File: src/rtl/mshr_pkg.sv
package mshr_pkg;
  typedef enum logic [1:0] {
    E_FREE = 2'd0,
    E_PEND = 2'd1,
    E_BUSY = 2'd2
  } est_t;
endpackage

File: src/rtl/mshr_match.sv
module mshr_match #(
  parameter int N    = 4,
  parameter int LA_W = 12,
  parameter int AS_W = 4,
  localparam int IDX_W = $clog2(N)
) (
  input  logic                      en,
  input  logic [N-1:0]              live,
  input  logic [N-1:0]              cand,
  input  logic [N-1:0][LA_W-1:0]    lines,
  input  logic [N-1:0][AS_W-1:0]    asids,
  input  logic [LA_W-1:0]           q_line,
  input  logic [AS_W-1:0]           q_asid,
  output logic                      hit,
  output logic [IDX_W-1:0]          hit_idx,
  output logic                      free_ok,
  output logic [IDX_W-1:0]          free_idx
);
  logic [N-1:0] eq;

  for (genvar i = 0; i < N; i++) begin : g_cmp
    assign eq[i] = en && cand[i] && (lines[i] == q_line) && (asids[i] == q_asid);
  end

  always_comb begin
    hit      = 1'b0;
    hit_idx  = '0;
    free_ok  = 1'b0;
    free_idx = '0;
    for (int i = N - 1; i >= 0; i--) begin
      if (eq[i]) begin
        hit     = 1'b1;
        hit_idx = IDX_W'(i);
      end
      if (!live[i]) begin
        free_ok  = 1'b1;
        free_idx = IDX_W'(i);
      end
    end
  end
endmodule

File: src/rtl/mshr_pick.sv
module mshr_pick #(
  parameter int N     = 4,
  parameter int ORD_W = 16,
  localparam int IDX_W = $clog2(N)
) (
  input  logic [N-1:0]              pend,
  input  logic [N-1:0][ORD_W-1:0]   ords,
  input  logic                      pri_en,
  input  logic [IDX_W-1:0]          pri_idx,
  output logic                      found,
  output logic [IDX_W-1:0]          idx
);
  logic [ORD_W-1:0] best;

  always_comb begin
    found = 1'b0;
    idx   = '0;
    best  = '0;
    for (int i = 0; i < N; i++) begin
      if (pend[i] && (!found || ords[i] < best)) begin
        found = 1'b1;
        idx   = IDX_W'(i);
        best  = ords[i];
      end
    end
    if (pri_en && pend[pri_idx]) idx = pri_idx;
  end
endmodule

File: src/rtl/mshr_file.sv
module mshr_file #(
  parameter int N          = 4,
  parameter int MAX_TGT    = 4,
  parameter int ADDR_W     = 16,
  parameter int LINE_BYTES = 16,
  parameter int ASID_W     = 4,
  parameter int THR_W      = 2,
  parameter int CMD_W      = 2,
  parameter int ORD_W      = 16,
  localparam int IDX_W = $clog2(N),
  localparam int OFF_W = $clog2(LINE_BYTES),
  localparam int LA_W  = ADDR_W - OFF_W,
  localparam int SZ_W  = $clog2(LINE_BYTES + 1),
  localparam int CNT_W = $clog2(MAX_TGT + 1)
) (
  input  logic              clk,
  input  logic              rst_n,
  input  logic              req_valid,
  input  logic [ADDR_W-1:0] req_addr,
  input  logic [ASID_W-1:0] req_asid,
  input  logic [THR_W-1:0]  req_thread,
  input  logic              req_uncache,
  input  logic              req_noalloc,
  input  logic [CMD_W-1:0]  req_cmd,
  input  logic [SZ_W-1:0]   req_size,
  output logic              req_ready,
  output logic              req_merged,
  output logic [IDX_W-1:0]  req_slot,
  output logic              iss_valid,
  output logic [IDX_W-1:0]  iss_slot,
  output logic [ADDR_W-1:0] iss_addr,
  output logic [CMD_W-1:0]  iss_cmd,
  output logic [SZ_W-1:0]   iss_size,
  output logic              iss_noalloc,
  output logic [THR_W-1:0]  iss_owner,
  output logic              iss_multi,
  output logic [ORD_W-1:0]  iss_order,
  input  logic              iss_take,
  input  logic              fill_valid,
  input  logic [IDX_W-1:0]  fill_slot,
  input  logic              fill_partial,
  input  logic              sq_valid,
  input  logic [THR_W-1:0]  sq_thread,
  output logic              blk_full,
  output logic              blk_tgt
);
  import mshr_pkg::*;

  est_t                               st_q [N];
  est_t                               st_d [N];
  logic [N-1:0][ADDR_W-1:0]           addr_q, addr_d;
  logic [N-1:0][ASID_W-1:0]           asid_q, asid_d;
  logic [N-1:0][THR_W-1:0]            own_q, own_d;
  logic [N-1:0]                       multi_q, multi_d;
  logic [N-1:0]                       unc_q, unc_d;
  logic [N-1:0]                       noal_q, noal_d;
  logic [N-1:0][SZ_W-1:0]             size_q, size_d;
  logic [N-1:0][CNT_W-1:0]            cnt_q, cnt_d;
  logic [N-1:0][MAX_TGT-1:0][CMD_W-1:0] tcmd_q, tcmd_d;
  logic [N-1:0][ORD_W-1:0]            ord_q, ord_d;
  logic [ORD_W-1:0]                   ctr_q, ctr_d;
  logic                               full_q, full_d;
  logic                               tblk_q, tblk_d;
  logic [IDX_W-1:0]                   tslot_q, tslot_d;

  logic [N-1:0]             live, pend, cand;
  logic [N-1:0][LA_W-1:0]   lines;
  logic                     m_hit, m_free_ok;
  logic [IDX_W-1:0]         m_hit_idx, m_free_idx;
  logic                     req_fire, repend;

  always_comb begin
    for (int i = 0; i < N; i++) begin
      live[i]  = (st_q[i] != E_FREE);
      pend[i]  = (st_q[i] == E_PEND);
      cand[i]  = live[i] && !unc_q[i];
      lines[i] = addr_q[i][ADDR_W-1:OFF_W];
    end
  end

  mshr_match #(.N(N), .LA_W(LA_W), .AS_W(ASID_W)) i_match (
    .en(!req_uncache), .live(live), .cand(cand), .lines(lines), .asids(asid_q),
    .q_line(req_addr[ADDR_W-1:OFF_W]), .q_asid(req_asid),
    .hit(m_hit), .hit_idx(m_hit_idx), .free_ok(m_free_ok), .free_idx(m_free_idx)
  );

  mshr_pick #(.N(N), .ORD_W(ORD_W)) i_pick (
    .pend(pend), .ords(ord_q), .pri_en(tblk_q), .pri_idx(tslot_q),
    .found(iss_valid), .idx(iss_slot)
  );

  assign req_ready  = !full_q && !tblk_q;
  assign req_fire   = req_valid && req_ready && (m_hit || m_free_ok);
  assign req_merged = m_hit;
  assign req_slot   = m_hit ? m_hit_idx : m_free_idx;
  assign repend     = fill_valid && fill_partial && (cnt_q[fill_slot] > CNT_W'(1));

  // next-state
  always_comb begin
    st_d = st_q;   addr_d = addr_q; asid_d = asid_q; own_d = own_q;
    multi_d = multi_q; unc_d = unc_q; noal_d = noal_q; size_d = size_q;
    cnt_d = cnt_q; tcmd_d = tcmd_q; ord_d = ord_q;
    tblk_d = tblk_q; tslot_d = tslot_q;
    ctr_d  = ctr_q + ORD_W'(repend) + ORD_W'(req_fire && !m_hit);

    if (iss_take && iss_valid) st_d[iss_slot] = E_BUSY;

    if (fill_valid) begin
      if (tblk_q && fill_slot == tslot_q) tblk_d = 1'b0;
      if (repend) begin
        for (int t = 0; t < MAX_TGT - 1; t++) tcmd_d[fill_slot][t] = tcmd_q[fill_slot][t+1];
        cnt_d[fill_slot] = cnt_q[fill_slot] - CNT_W'(1);
        st_d[fill_slot]  = E_PEND;
        ord_d[fill_slot] = ctr_q;
      end else begin
        st_d[fill_slot] = E_FREE;
      end
    end

    if (req_fire) begin
      if (m_hit) begin
        for (int t = 0; t < MAX_TGT; t++)
          if (CNT_W'(t) == cnt_q[m_hit_idx]) tcmd_d[m_hit_idx][t] = req_cmd;
        cnt_d[m_hit_idx] = cnt_q[m_hit_idx] + CNT_W'(1);
        if (own_q[m_hit_idx] != req_thread) multi_d[m_hit_idx] = 1'b1;
        if (!req_noalloc) noal_d[m_hit_idx] = 1'b0;
        if (cnt_q[m_hit_idx] + CNT_W'(1) == CNT_W'(MAX_TGT)) begin
          tblk_d  = 1'b1;
          tslot_d = m_hit_idx;
        end
      end else begin
        st_d[m_free_idx]    = E_PEND;
        addr_d[m_free_idx]  = req_addr;
        asid_d[m_free_idx]  = req_asid;
        own_d[m_free_idx]   = req_thread;
        multi_d[m_free_idx] = 1'b0;
        unc_d[m_free_idx]   = req_uncache;
        noal_d[m_free_idx]  = req_noalloc;
        size_d[m_free_idx]  = req_uncache ? req_size : SZ_W'(LINE_BYTES);
        cnt_d[m_free_idx]   = CNT_W'(1);
        tcmd_d[m_free_idx][0] = req_cmd;
        ord_d[m_free_idx]   = ctr_q + ORD_W'(repend);
      end
    end

    if (sq_valid) begin
      for (int i = 0; i < N; i++)
        if (st_q[i] != E_FREE && !multi_q[i] && own_q[i] == sq_thread) st_d[i] = E_FREE;
      if (tblk_q && !multi_q[tslot_q] && own_q[tslot_q] == sq_thread) tblk_d = 1'b0;
    end

    full_d = 1'b1;
    for (int i = 0; i < N; i++) if (st_d[i] == E_FREE) full_d = 1'b0;
  end

  // registers
  always_ff @(posedge clk or negedge rst_n) begin
    if (!rst_n) begin
      for (int i = 0; i < N; i++) st_q[i] <= E_FREE;
      addr_q <= '0; asid_q <= '0; own_q <= '0; multi_q <= '0; unc_q <= '0;
      noal_q <= '0; size_q <= '0; cnt_q <= '0; tcmd_q <= '0; ord_q <= '0;
      ctr_q <= '0; full_q <= 1'b0; tblk_q <= 1'b0; tslot_q <= '0;
    end else begin
      st_d_copy: for (int i = 0; i < N; i++) st_q[i] <= st_d[i];
      addr_q <= addr_d; asid_q <= asid_d; own_q <= own_d; multi_q <= multi_d;
      unc_q <= unc_d; noal_q <= noal_d; size_q <= size_d; cnt_q <= cnt_d;
      tcmd_q <= tcmd_d; ord_q <= ord_d; ctr_q <= ctr_d;
      full_q <= full_d; tblk_q <= tblk_d; tslot_q <= tslot_d;
    end
  end

  assign blk_full    = full_q;
  assign blk_tgt     = tblk_q;
  assign iss_addr    = unc_q[iss_slot] ? addr_q[iss_slot]
                                       : {addr_q[iss_slot][ADDR_W-1:OFF_W], {OFF_W{1'b0}}};
  assign iss_cmd     = tcmd_q[iss_slot][0];
  assign iss_size    = size_q[iss_slot];
  assign iss_noalloc = noal_q[iss_slot];
  assign iss_owner   = own_q[iss_slot];
  assign iss_multi   = multi_q[iss_slot];
  assign iss_order   = ord_q[iss_slot];

  // checks
  p_full_state_r7: assert property (@(posedge clk) disable iff (!rst_n)
    blk_full == (&live));
  p_tgt_live_r4: assert property (@(posedge clk) disable iff (!rst_n)
    blk_tgt |-> live[tslot_q]);
  p_tgt_cause_r4: assert property (@(posedge clk) disable iff (!rst_n)
    $rose(blk_tgt) |-> $past(req_valid));
  p_fill_unblock_r9: assert property (@(posedge clk) disable iff (!rst_n)
    (blk_tgt && fill_valid && fill_slot == tslot_q && !req_valid) |=> !blk_tgt);
  p_issue_pend_r12: assert property (@(posedge clk) disable iff (!rst_n)
    iss_valid |-> (st_q[iss_slot] == E_PEND));
  for (genvar i = 0; i < N; i++) begin : g_chk
    p_cnt_bound_r4: assert property (@(posedge clk) disable iff (!rst_n)
      live[i] |-> (cnt_q[i] >= CNT_W'(1) && cnt_q[i] <= CNT_W'(MAX_TGT)));
  end
endmodule

File: config.mk
export PLATFORM = sky130hd
export DESIGN_NAME = mshr_file
export DESIGN_NICKNAME = d
export VERILOG_FILES = /design/src/rtl/mshr_pkg.sv /design/src/rtl/mshr_match.sv /design/src/rtl/mshr_pick.sv /design/src/rtl/mshr_file.sv
export SDC_FILE = /design/constraint.sdc
export NUM_CORES = 1
export LEC_CHECK = 0
export ABC_AREA = 1
export CORE_AREA = 10 10 168 210
export CTS_CLUSTER_SIZE = 40
export DETAILED_ROUTE_END_ITERATION = 12
export DIE_AREA = 0 0 178 220
export HOLD_SLACK_MARGIN = 0.15
export PLACE_DENSITY = 0.78
export RECOVER_POWER = 50
export SETUP_SLACK_MARGIN = 0.5
export SYNTH_ARGS = -nofsm -noshare
export SYNTH_HDL_FRONTEND = slang
export SYNTH_SLANG_ARGS = --single-unit
File: constraint.sdc
create_clock -name clk -period 20.7 [get_ports clk]
set_input_delay 4.14 -clock clk [delete_from_list [all_inputs] [get_ports clk]]
set_output_delay 4.14 -clock clk [all_outputs]
set_load 0.02 [all_outputs]
==> results.json <==
{
  "track_usage_pct": 26.38,
  "grt-ovfl-total": 0,
  "cts-root-buf": "clkbuf_16",
  "yosys_register_bits": 256,
  "crit_slowest_cell": "clkdlybuf4s50_1",
  "rows": 73,
  "syn_area_um2": 16000,
  "crit_type": "register to primary output",
  "syn_area_per_cell_um2": 7.318,
  "mostFrequentLayoutCells": "654 x nand2_1, 324 x o21ai_0, 256 x dfrtp_1",
  "htreeDepth": 1,
  "insertion_delay_ns": 0.56,
  "place_congestion": 0.9859,
  "critPathLaunchType": "register",
  "drv_cap": 7,
  "gr-usage-met3_pct": 3.288,
  "dpl.hpwl_um": 37050,
  "design_area_um2": 18060,
  "finalSetupViolations": 0,
  "path_common_cell": "nand2_1",
  "wl_per_cell_um": 19.62,
  "grt_util_met2_pct": 43.26,
  "final_cells": 2658,
  "fmax_mhz": 80.40,
  "slew_headroom_pct": -329.6,
  "p_leak_nw": 8.594,
  "die_w_um": 178,
  "synth.yosys.seq_area_share_pct": 40.03,
  "tightest_slew_ns": 6.444,
  "cts_max_path_buffers": 3,
  "first_iter_violations": 2058,
  "ios": 94,
  "final.fill_count": 2919,
  "grt_max_degree": 113,
  "drive_above_1_share_pct": 4.052,
  "finalMaxSlewViolations": 417,
  "dpl-instance-area_um2": 17200,
  "vias": 15800,
  "power_density_nw_per_um2": 195.9,
  "rsz0062_at_grt": "no",
  "io_buffers": 93,
  "drc": 0,
  "routed_wl_um": 52150,
  "endpoint_kind": "primary output",
  "die-area_um2": 39160,
  "die_h_um": 220,
  "via_per_inst": 5.943,
  "worst_clock_skew_ns": 0.01999,
  "grt_pass1_vias": 15490,
  "final-hold-violation-count": 0,
  "synthCells": 2187,
  "top_usage_layer": "met2",
  "core_um2": 31330,
  "cts_setup_buffers": 0,
  "min_period_ns": 12.44,
  "synthArstFlopShare_pct": 100.0,
  "antenna_found_initial": 0,
  "cpPeakStageDelay_ns": 0.54,
  "status": "finished with violations",
  "nets": 2327,
  "netlist-cell-type-count": 47,
  "cp_top_family": "simple AND/OR/NAND/NOR gates",
  "clkSinkCount": 256,
  "synth_top_area_share_pct": 40.03,
  "grt_pass1_wl_um": 82680,
  "initial_core_util_pct": 51.08,
  "hold_path_class": "register to register",
  "grtUsageMet1_pct": 32.87,
  "clk_pin_slew_ns": 0.06,
  "yosys.area.top_type": "dfrtp_1",
  "yosys_warnings": 0,
  "ctsHoldBuffers": 0,
  "synth_area_leaders": "dfrtp_1 40%, nand2_1 15%, o21ai_0 10%, inv_1 5.5%, ha_1 4.4%",
  "antennaDiodeCount": 0,
  "syn_nets": 2285,
  "area_growth_pct": 12.84,
  "path_max_fanout": 32,
  "ys_dominant_reg_cell": "dfrtp_1",
  "setup_tns_ns": 0,
  "cts_tree": "done",
  "mostFrequentLayoutCell": "nand2_1",
  "antenna_left": 0,
  "cts_buffers": 27,
  "worstPathArrival_ns": 8.30,
  "first_pass_iters": 7,
  "peakVddDrop_uv": 166.4,
  "fin_crit_sh_pct": 60.08,
  "placed_cells": 2612,
  "failed_checks": "max-capacitance violations, max-slew violations",
  "post_cts_resize_count": 0,
  "required_ns": 16.56,
  "synth_edf_count": 0,
  "crit_buf_inv": 6
}
[cells in the mapped netlist, types with 2 or more instances]
| cell type | n |
|---|---|
| nor2_1 | 127 |
| o31ai_1 | 4 |
| o2111ai_1 | 12 |
| nor2b_1 | 2 |
| clkinv_1 | 2 |
| nand3b_1 | 5 |
| inv_1 | 233 |
| nor3_1 | 29 |
| o22ai_1 | 13 |
| o211ai_1 | 32 |
| a31oi_1 | 19 |
| clkbuf_1 | 83 |
| nand3_1 | 48 |
| o21ai_0 | 324 |
| a211oi_1 | 4 |
| nor4_1 | 15 |
| a2111oi_0 | 4 |
| inv_2 | 4 |
| a22oi_1 | 47 |
| a221oi_1 | 8 |
| dfrtp_1 | 256 |
| nand2_1 | 655 |
| a22o_1 | 6 |
| and3b_1 | 2 |
| nand4_1 | 33 |
| xor2_1 | 30 |
| nor2_8 | 3 |
| ha_1 | 56 |
| a21oi_1 | 43 |
| buf_2 | 11 |
| buf_6 | 3 |
| nand2_4 | 4 |
| nand2_2 | 7 |
| or2_2 | 6 |
| xnor2_1 | 21 |
| a22oi_2 | 3 |
| nor3b_1 | 5 |
| o221ai_1 | 19 |
[cells by family after synthesis]
family / synth area share [%]
AO/OA/AOI/OAI: 20.14
adder cells (fa/ha/maj): 4.378
AND/OR/NAND/NOR: 24.49
flip-flops: 40.03
XOR/XNOR: 2.791
buffers and inverters: 8.178
[flip-flops by register name, summed over array words and instances (netlist names)]
signal / flops
blk_full: 1
ord_q: 64
cnt_q: 12
st_q: 8
unc_q: 4
asid_q: 16
own_q: 8
tcmd_q: 32
blk_tgt: 1
multi_q: 4
ctr_q: 16
addr_q: 64
size_q: 20
noal_q: 4
tslot_q: 2
[area by class of cell]
cell class,count,area [µm²],area share (%)
Sequential cell,256,6406,35.47
Tap cell,412,515.5,2.855
Multi-Input combinational cell,1593,8298,45.95
Timing Repair Buffer,112,1041,5.765
Inverter,239,897.1,4.968
Clock buffer,34,762.0,4.219
Clock inverter,12,138.9,0.7691
[power by group]
part           internal [mW]  switching, mW
sequential             0.720          0.188
combinational          0.761           1.36
clock                  0.296          0.210
[worst paths after layout]
check	start	end	slack, ns	cells after the start
hold reg to reg	addr_q[51]	addr_q[51]	0.47	2
max in group asynchronous	rst_n	cnt_q[10]	8.88	2
setup / recovery	st_q[6]	iss_addr[3]	8.26	40
setup reg to reg	addr_q[62]	ord_q[53]	13.68	15
hold / removal	addr_q[51]	addr_q[51]	0.47	2
min in group asynchronous	rst_n	tcmd_q[21]	5.91	1
[worst reg2reg max path: cells and delay by family (launching register included)]
kind / cells / cell delay, ns
xor+xnor: 1 / 0.17
flops: 1 / 0.41
simple gates: 6 / 1.43
compound gates: 4 / 1.31
buf+inv: 4 / 3.58
[stage by stage]
stage               hold WS, ns  power [mW]  setup slack, ns  util [%]
CTS                      0.4729       3.526            8.261     57.77
global route             0.4918       3.812            7.388     57.64
floorplan                0.4422       2.250            10.71         -
finish                   0.4719       3.539            8.263     57.64
global placement         0.4530       2.960            9.149     54.90
detailed placement       0.4583       3.009            8.867     54.90
[routing by layer]
layer	vias to the layer above	share of wire, %
met5	-	0
met4	0	5.3
met3	159	7.5
met2	765	47
met1	7478	40
li1	7394	-
Note: power is estimated with default switching activity, not from simulation.
